### config.mk
export PLATFORM = sky130hd
export DESIGN_NAME = ptw_walker
export DESIGN_NICKNAME = d
export VERILOG_FILES = /design/src/rtl/ptw_pkg.sv /design/src/rtl/ptw_entry_addr.sv /design/src/rtl/ptw_pte_eval.sv /design/src/rtl/ptw_identity.sv /design/src/rtl/ptw_walker.sv
export SDC_FILE = /design/constraint.sdc
export NUM_CORES = 1
export LEC_CHECK = 0
export BUFFER_PORTS_ARGS = -buffer_cell sky130_fd_sc_hd__buf_2
export CORE_UTILIZATION = 48
export DETAILED_ROUTE_END_ITERATION = 10
export MAX_ROUTING_LAYER = met4
export PLACE_DENSITY_LB_ADDON = 0.3
export SLEW_MARGIN = 20
export SYNTH_ARGS = -nofsm -noshare
export SYNTH_HDL_FRONTEND = slang
export SYNTH_SLANG_ARGS = --single-unit
### constraint.sdc
create_clock -name clk -period 3.9 [get_ports clk]
set_clock_uncertainty 0.1 [all_clocks]
set_input_delay 0.975 -clock clk [delete_from_list [all_inputs] [get_ports clk]]
set_output_delay 0.975 -clock clk [all_outputs]
set_load 0.02 [all_outputs]
### src/rtl/ptw_pkg.sv
package ptw_pkg;
  localparam int PTE_V_BIT    = 0;
  localparam int PTE_LEAF_BIT = 1;
  localparam int PTE_REF_BIT  = 2;
  localparam int PTE_DRT_BIT  = 3;
  localparam int PTE_PERM_LO  = 4;
  localparam int PTE_PERM_W   = 6;

  typedef enum logic [1:0] {
    ST_IDLE  = 2'd0,
    ST_ISSUE = 2'd1,
    ST_WAIT  = 2'd2,
    ST_RESP  = 2'd3
  } walk_state_e;
endpackage

### src/rtl/ptw_entry_addr.sv
module ptw_entry_addr #(
  parameter int XLEN     = 64,
  parameter int PG_SHIFT = 12,
  parameter int PTE_LG   = 3,
  parameter int LEVELS   = 4,
  parameter int LVL_W    = 2
) (
  input  logic [XLEN-1:0]  base,
  input  logic [XLEN-1:0]  vaddr,
  input  logic [LVL_W-1:0] level,
  input  logic [XLEN-1:0]  mem_size,
  output logic [XLEN-1:0]  entry_addr,
  output logic             out_of_range
);
  localparam int IDX_W = PG_SHIFT - PTE_LG;

  logic [IDX_W-1:0] idx_by_level [LEVELS];
  logic [IDX_W-1:0] idx_sel;

  // one index slice per level
  for (genvar g = 0; g < LEVELS; g++) begin : g_slice
    assign idx_by_level[g] = vaddr[PG_SHIFT + IDX_W*g +: IDX_W];
  end

  always_comb begin
    idx_sel = '0;
    for (int k = 0; k < LEVELS; k++) begin
      if (level == LVL_W'(k)) idx_sel = idx_by_level[k];
    end
  end

  assign entry_addr   = base + (XLEN'(idx_sel) << PTE_LG);
  assign out_of_range = (entry_addr >= mem_size);
endmodule

### src/rtl/ptw_pte_eval.sv
module ptw_pte_eval #(
  parameter int XLEN     = 64,
  parameter int PG_SHIFT = 12
) (
  input  logic [XLEN-1:0] rd_data,
  input  logic            last_level,
  output logic            stop,
  output logic [XLEN-1:0] result,
  output logic [XLEN-1:0] next_base
);
  import ptw_pkg::*;

  logic ent_v;
  logic ent_leaf;

  assign ent_v    = rd_data[PTE_V_BIT];
  assign ent_leaf = rd_data[PTE_LEAF_BIT];
  assign stop     = !ent_v || ent_leaf || last_level;

  always_comb begin
    result            = rd_data;
    result[PTE_V_BIT] = ent_v && ent_leaf;
  end

  assign next_base = {rd_data[XLEN-1:PG_SHIFT], {PG_SHIFT{1'b0}}};
endmodule

### src/rtl/ptw_identity.sv
module ptw_identity #(
  parameter int XLEN     = 64,
  parameter int PG_SHIFT = 12
) (
  input  logic [XLEN-1:0] vaddr,
  input  logic [XLEN-1:0] mem_size,
  output logic [XLEN-1:0] pte
);
  import ptw_pkg::*;

  always_comb begin
    pte = '0;
    pte[XLEN-1:PG_SHIFT] = vaddr[XLEN-1:PG_SHIFT];
    pte[PTE_PERM_LO +: PTE_PERM_W] = '1;
    pte[PTE_LEAF_BIT] = 1'b1;
    pte[PTE_REF_BIT]  = 1'b0;
    pte[PTE_DRT_BIT]  = 1'b0;
    pte[PTE_V_BIT]    = (vaddr < mem_size);
  end
endmodule

### src/rtl/ptw_walker.sv
module ptw_walker #(
  parameter int XLEN     = 64,
  parameter int PG_SHIFT = 12,
  parameter int PTE_LG   = 3,
  parameter int LEVELS   = 4
) (
  input  logic            clk,
  input  logic            rst,
  input  logic            base_wr_en,
  input  logic [XLEN-1:0] base_wr_data,
  input  logic            xlate_en,
  input  logic [XLEN-1:0] mem_size,
  input  logic            req_valid,
  input  logic [XLEN-1:0] req_vaddr,
  output logic            req_ready,
  output logic            resp_valid,
  output logic [XLEN-1:0] resp_pte,
  output logic            mem_rd_valid,
  output logic [XLEN-1:0] mem_rd_addr,
  input  logic            mem_rd_data_valid,
  input  logic [XLEN-1:0] mem_rd_data
);
  import ptw_pkg::*;

  localparam int LVL_W = (LEVELS > 1) ? $clog2(LEVELS) : 1;
  localparam int CNT_W = LVL_W + 1;

  walk_state_e     state;
  logic [XLEN-1:0] tbl_base;
  logic [XLEN-1:0] walk_base;
  logic [XLEN-1:0] vaddr_q;
  logic [LVL_W-1:0] level;
  logic            xlate_q;

  logic [XLEN-1:0] ent_addr;
  logic            ent_oob;
  logic            ev_stop;
  logic [XLEN-1:0] ev_result;
  logic [XLEN-1:0] ev_next_base;
  logic [XLEN-1:0] ident_pte;
  logic            accept;

  assign accept = req_valid && req_ready;

  ptw_entry_addr #(
    .XLEN(XLEN), .PG_SHIFT(PG_SHIFT), .PTE_LG(PTE_LG),
    .LEVELS(LEVELS), .LVL_W(LVL_W)
  ) u_addr (
    .base(walk_base), .vaddr(vaddr_q), .level(level),
    .mem_size(mem_size), .entry_addr(ent_addr), .out_of_range(ent_oob)
  );

  ptw_pte_eval #(.XLEN(XLEN), .PG_SHIFT(PG_SHIFT)) u_eval (
    .rd_data(mem_rd_data), .last_level(level == '0),
    .stop(ev_stop), .result(ev_result), .next_base(ev_next_base)
  );

  ptw_identity #(.XLEN(XLEN), .PG_SHIFT(PG_SHIFT)) u_ident (
    .vaddr(req_vaddr), .mem_size(mem_size), .pte(ident_pte)
  );

  // table root register, page aligned
  always_ff @(posedge clk) begin
    if (rst)             tbl_base <= '0;
    else if (base_wr_en) tbl_base <= {base_wr_data[XLEN-1:PG_SHIFT], {PG_SHIFT{1'b0}}};
  end

  always_ff @(posedge clk) begin
    if (rst) begin
      state        <= ST_IDLE;
      req_ready    <= 1'b1;
      resp_valid   <= 1'b0;
      resp_pte     <= '0;
      mem_rd_valid <= 1'b0;
      mem_rd_addr  <= '0;
      walk_base    <= '0;
      vaddr_q      <= '0;
      level        <= '0;
      xlate_q      <= 1'b0;
    end else begin
      mem_rd_valid <= 1'b0;
      resp_valid   <= 1'b0;
      unique case (state)
        ST_IDLE: begin
          if (accept) begin
            req_ready <= 1'b0;
            vaddr_q   <= req_vaddr;
            xlate_q   <= xlate_en;
            walk_base <= tbl_base;
            level     <= LVL_W'(LEVELS - 1);
            if (xlate_en) begin
              state <= ST_ISSUE;
            end else begin
              resp_pte   <= ident_pte;
              resp_valid <= 1'b1;
              state      <= ST_RESP;
            end
          end
        end
        ST_ISSUE: begin
          if (ent_oob) begin
            resp_pte   <= '0;
            resp_valid <= 1'b1;
            state      <= ST_RESP;
          end else begin
            mem_rd_addr  <= ent_addr;
            mem_rd_valid <= 1'b1;
            state        <= ST_WAIT;
          end
        end
        ST_WAIT: begin
          if (mem_rd_data_valid) begin
            if (ev_stop) begin
              resp_pte   <= ev_result;
              resp_valid <= 1'b1;
              state      <= ST_RESP;
            end else begin
              walk_base <= ev_next_base;
              level     <= level - 1'b1;
              state     <= ST_ISSUE;
            end
          end
        end
        ST_RESP: begin
          req_ready <= 1'b1;
          state     <= ST_IDLE;
        end
        default: state <= ST_IDLE;
      endcase
    end
  end

  // reads issued in the current walk, for the checks below
  logic [CNT_W-1:0] rd_cnt;
  always_ff @(posedge clk) begin
    if (rst || accept)     rd_cnt <= '0;
    else if (mem_rd_valid) rd_cnt <= rd_cnt + 1'b1;
  end

  a_r9_single_resp: assert property (@(posedge clk) disable iff (rst)
    resp_valid |=> !resp_valid);

  a_r9_busy_after_accept: assert property (@(posedge clk) disable iff (rst)
    (req_valid && req_ready) |=> !req_ready);

  a_r9_no_resp_while_ready: assert property (@(posedge clk) disable iff (rst)
    req_ready |-> !resp_valid);

  a_r4_read_in_range: assert property (@(posedge clk) disable iff (rst)
    mem_rd_valid |-> (mem_rd_addr < mem_size));

  a_r3_read_aligned: assert property (@(posedge clk) disable iff (rst)
    mem_rd_valid |-> (mem_rd_addr[PTE_LG-1:0] == '0));

  a_r8_no_read_in_bypass: assert property (@(posedge clk) disable iff (rst)
    (!req_ready && !xlate_q) |-> !mem_rd_valid);

  a_r7_read_limit: assert property (@(posedge clk) disable iff (rst)
    rd_cnt <= CNT_W'(LEVELS));
endmodule

==> flow_summary.yaml <==
clock_tree:
  h-tree-depth: 1
  cts_tree: "done"
  cts.path.max_buffers: 3
  cts-root-buf: "clkbuf_16"
  cts_made_buffers: 30
  cts_sinks: 272
  clk_latency_ns: 0.56
  ctsHoldBuffers: 0
  cts.clk_slew.worst_paths_ns: 0.06
drt:
  drc_errors: 0
  post_drt_wl_per_cell_um: 19.5
  routed_wl_mm: 48.6
  num_vias: 14200
  drt_iter0_drc: 969
  via_per_inst: 5.70
  drt.antenna.violating_nets: 0
  drt-pass1-iter-count: 5
grt:
  grt_busiest_layer: "met2"
  overflow: 0
  gr-usage-met1: 0.360
  grt_pass1_vias: 13500
  use_met3: 0.0599
  grt_use_met2: 0.488
  track_usage: 0.302
  antenna_found_initial: 14
  grt_start_max_net_pins: 91
  grt_pass1_wl_mm: 72.0
pwr:
  total_power_mw: 12.5
  cell_internal_pwr_mw: 7.47
  p_leak_nw: 8.61
  swShare: 0.402
  clockPowerShare: 0.221
  combPwrFrac: 0.471
  p_seq_frac: 0.308
  ir_drop_mv: 0.447
  cellPowerDensity_nw_per_um2: 673
  switching_power_mw: 5.03
timing:
  fin_crit_sh: 1.00
  worst_slack_ns: -0.00730
  clock.fmax_mhz: 256
  finalSetupViolations: 11
  fin_tns_setup_ns: -0.0342
  worst-slew-pin-transition_ns: 1.01
  drv_slew: 0
  fin_crit_ns: 3.91
  timing.slew.headroom: 0.328
  rsz0062_at_grt: "true"
  hold_violations: 0
yosys:
  async_flop_share: 0
  syn_area_per_cell_um2: 8.55
  synthFlopType: "dfxtp_1"
  synth_edf_count: 0
  synth-seq-cells: 272
  ys_warn_count: 0
  synth_cell_types: 54
  synthCells: 1722
  syn-cell-area_um2: 14700
  yosysSeqAreaShare: 0.370
place:
  post-place-cells: 2406
  port_buffers: 377
  dp_hpwl_mm: 34.8
  globalplace.congestion: 0.938
  dp_slack_ns: -0.244
  placed_cell_area_um2: 17000
min_path:
  min_from: "resp_pte[10]$_SDFFE_PP0P_"
  holdPathEnd: "resp_pte[10]$_SDFFE_PP0P_"
  hold_path_depth: 2
  hp-class: "reg -> reg"
critical_path:
  crit_start: "level[1]$_SDFFE_PP0P_"
  end_kind: "flip-flop"
  worstPathRequired_ns: 4.24
  r2r_start: "level[1]$_SDFFE_PP0P_"
  ff2ff_path_depth: 18
  cp-start-kind: "flip-flop"
  r2r_slack_ns: -0.007
  critical_path_arrival_ns: 4.25
  r2r-end: "resp_pte[52]$_SDFFE_PP0P_"
  path_class: "reg -> reg"
  critPathMaxFanout: 8
final_layout:
  drive_gt1_frac: 0.275
  final_cell_mix: "375 x buf_2, 270 x dfxtp_1, 183 x a21oi_1, 126 x nand2_1, 125 x ha_1"
  nNetsFinal: 2466
  fin_cells: 2494
  area_growth_pct: 26.2
  stdcell_area_um2: 18600
  mostFrequentLayoutCell: "buf_2"
die:
  die_h_um: 177
  rows: 63
  num_io_pins: 393
  dieArea_um2: 31400
  initial_utilization: 0.493
  chipWidth_um: 177
  core_area_um2: 29900
run:
  max-cap-violations: 0
status:
  status: "complete, but fails checks"
  violations: "negative setup slack"
-- layout make-up --
| type | count | area [µm²] |
|---|---|---|
| multi-input cells | 1245 | 8750 |
| well taps | 390 | 488 |
| inverters | 72 | 272 |
| flip-flops and latches | 272 | 5450 |
| diodes | 14 | 35.0 |
| clock inverters | 3 | 17.5 |
| clock buffers | 48 | 940 |
| fillers | 2557 | 11300 |
| repair buffers | 450 | 2620 |
-- per-layer routing --
metal,up-vias,routed length [µm]
li1,6855,-
met1,6700,20200
met2,538,22800
met3,135,3560
met4,0,2100
met5,-,0
-- sequential cells by signal (all words and copies together) (netlist names), 2 cells and up --
name and count:
state 2, tbl_base 52, vaddr_q 36, level 2
mem_rd_addr 61, walk_base 52, resp_pte 64
-- worst max-delay path, stage by stage, from the launching register on --
cell and delay, ns:
dfxtp_2 0.33, inv_2 0.05, ha_4 0.17, buf_6 0.12, nand3b_1 0.17, a21oi_2 0.15
a21oi_2 0.05, o21ai_2 0.21, ha_1 0.29, a21oi_2 0.16, o21ai_2 0.07, a221oi_2 0.23
buf_4 0.17, a211oi_4 0.06, or4_4 0.56, o21ai_4 0.23, buf_12 0.16, buf_12 0.17
mux2_4 0.32
-- synthesized netlist by cell type (3+ instances only) --
master | count | area (µm²)
nand4_1 | 18 | 113
inv_1 | 72 | 270
o22ai_1 | 3 | 18.8
buf_4 | 3 | 22.5
buf_6 | 7 | 78.8
nand2b_1 | 55 | 344
o31ai_1 | 3 | 22.5
and4_1 | 10 | 87.6
o21a_1 | 5 | 37.5
nor2b_1 | 36 | 225
mux2_2 | 31 | 349
o211ai_1 | 8 | 60.1
dfxtp_1 | 272 | 5450
nand2_1 | 127 | 477
buf_1 | 13 | 48.8
nand3b_1 | 9 | 67.6
a21o_1 | 6 | 45.0
a21oi_1 | 198 | 991
ha_1 | 133 | 1660
buf_2 | 9 | 45.0
nor2_1 | 119 | 447
clkbuf_1 | 103 | 387
o211a_1 | 27 | 270
o2111ai_1 | 21 | 184
nand3_1 | 122 | 611
nor3_1 | 26 | 130
mux2i_1 | 108 | 1080
a211oi_1 | 60 | 450
a221oi_1 | 7 | 61.3
o21ai_0 | 81 | 405
-- per-stage QoR --
stage,hold slack [ns],utilization
final,0.358,0.622
after global routing,0.381,0.622
after CTS,0.357,0.609
after detailed placement,0.345,0.570
after global placement,0.341,0.570
after floorplan,0.336,-
-- power groups by stage --
stage | clock [mW] | sequential, mW | combinational (mW)
global placement | 0 | 3.86 | 5.10
global route | 2.92 | 3.91 | 6.36
CTS | 2.80 | 3.83 | 5.52
finish | 2.77 | 3.84 | 5.89
floorplan | 0 | 4.22 | 3.22
detailed placement | 0 | 3.88 | 5.23
-- cell families after synthesis --
group	synth area share
mux	0.0979
fa+ha+maj	0.113
compound gates	0.183
other cells	0.000255
simple gates	0.178
flops	0.370
buf+inv	0.0579
-- timing repair --
item,CTS,global route
pin swaps,3,22
cloned,2,1
gates resized for setup,28,63
hold endpoints to repair,0,0
endpoints found under the setup margin,116,113
buffers inserted,9,11
-- worst max-delay path by stage --
stage | depth (start not counted) | end
2_1_floorplan | 15 | resp_pte[33]$_SDFFE_PP0P_
3_3_place_gp | 16 | resp_pte[38]$_SDFFE_PP0P_
3_5_place_dp | 16 | resp_pte[52]$_SDFFE_PP0P_
4_1_cts | 18 | resp_pte[36]$_SDFFE_PP0P_
5_1_grt | 19 | resp_pte[52]$_SDFFE_PP0P_
6_report | 18 | resp_pte[52]$_SDFFE_PP0P_
Note: power is estimated with default switching activity, not from simulation.
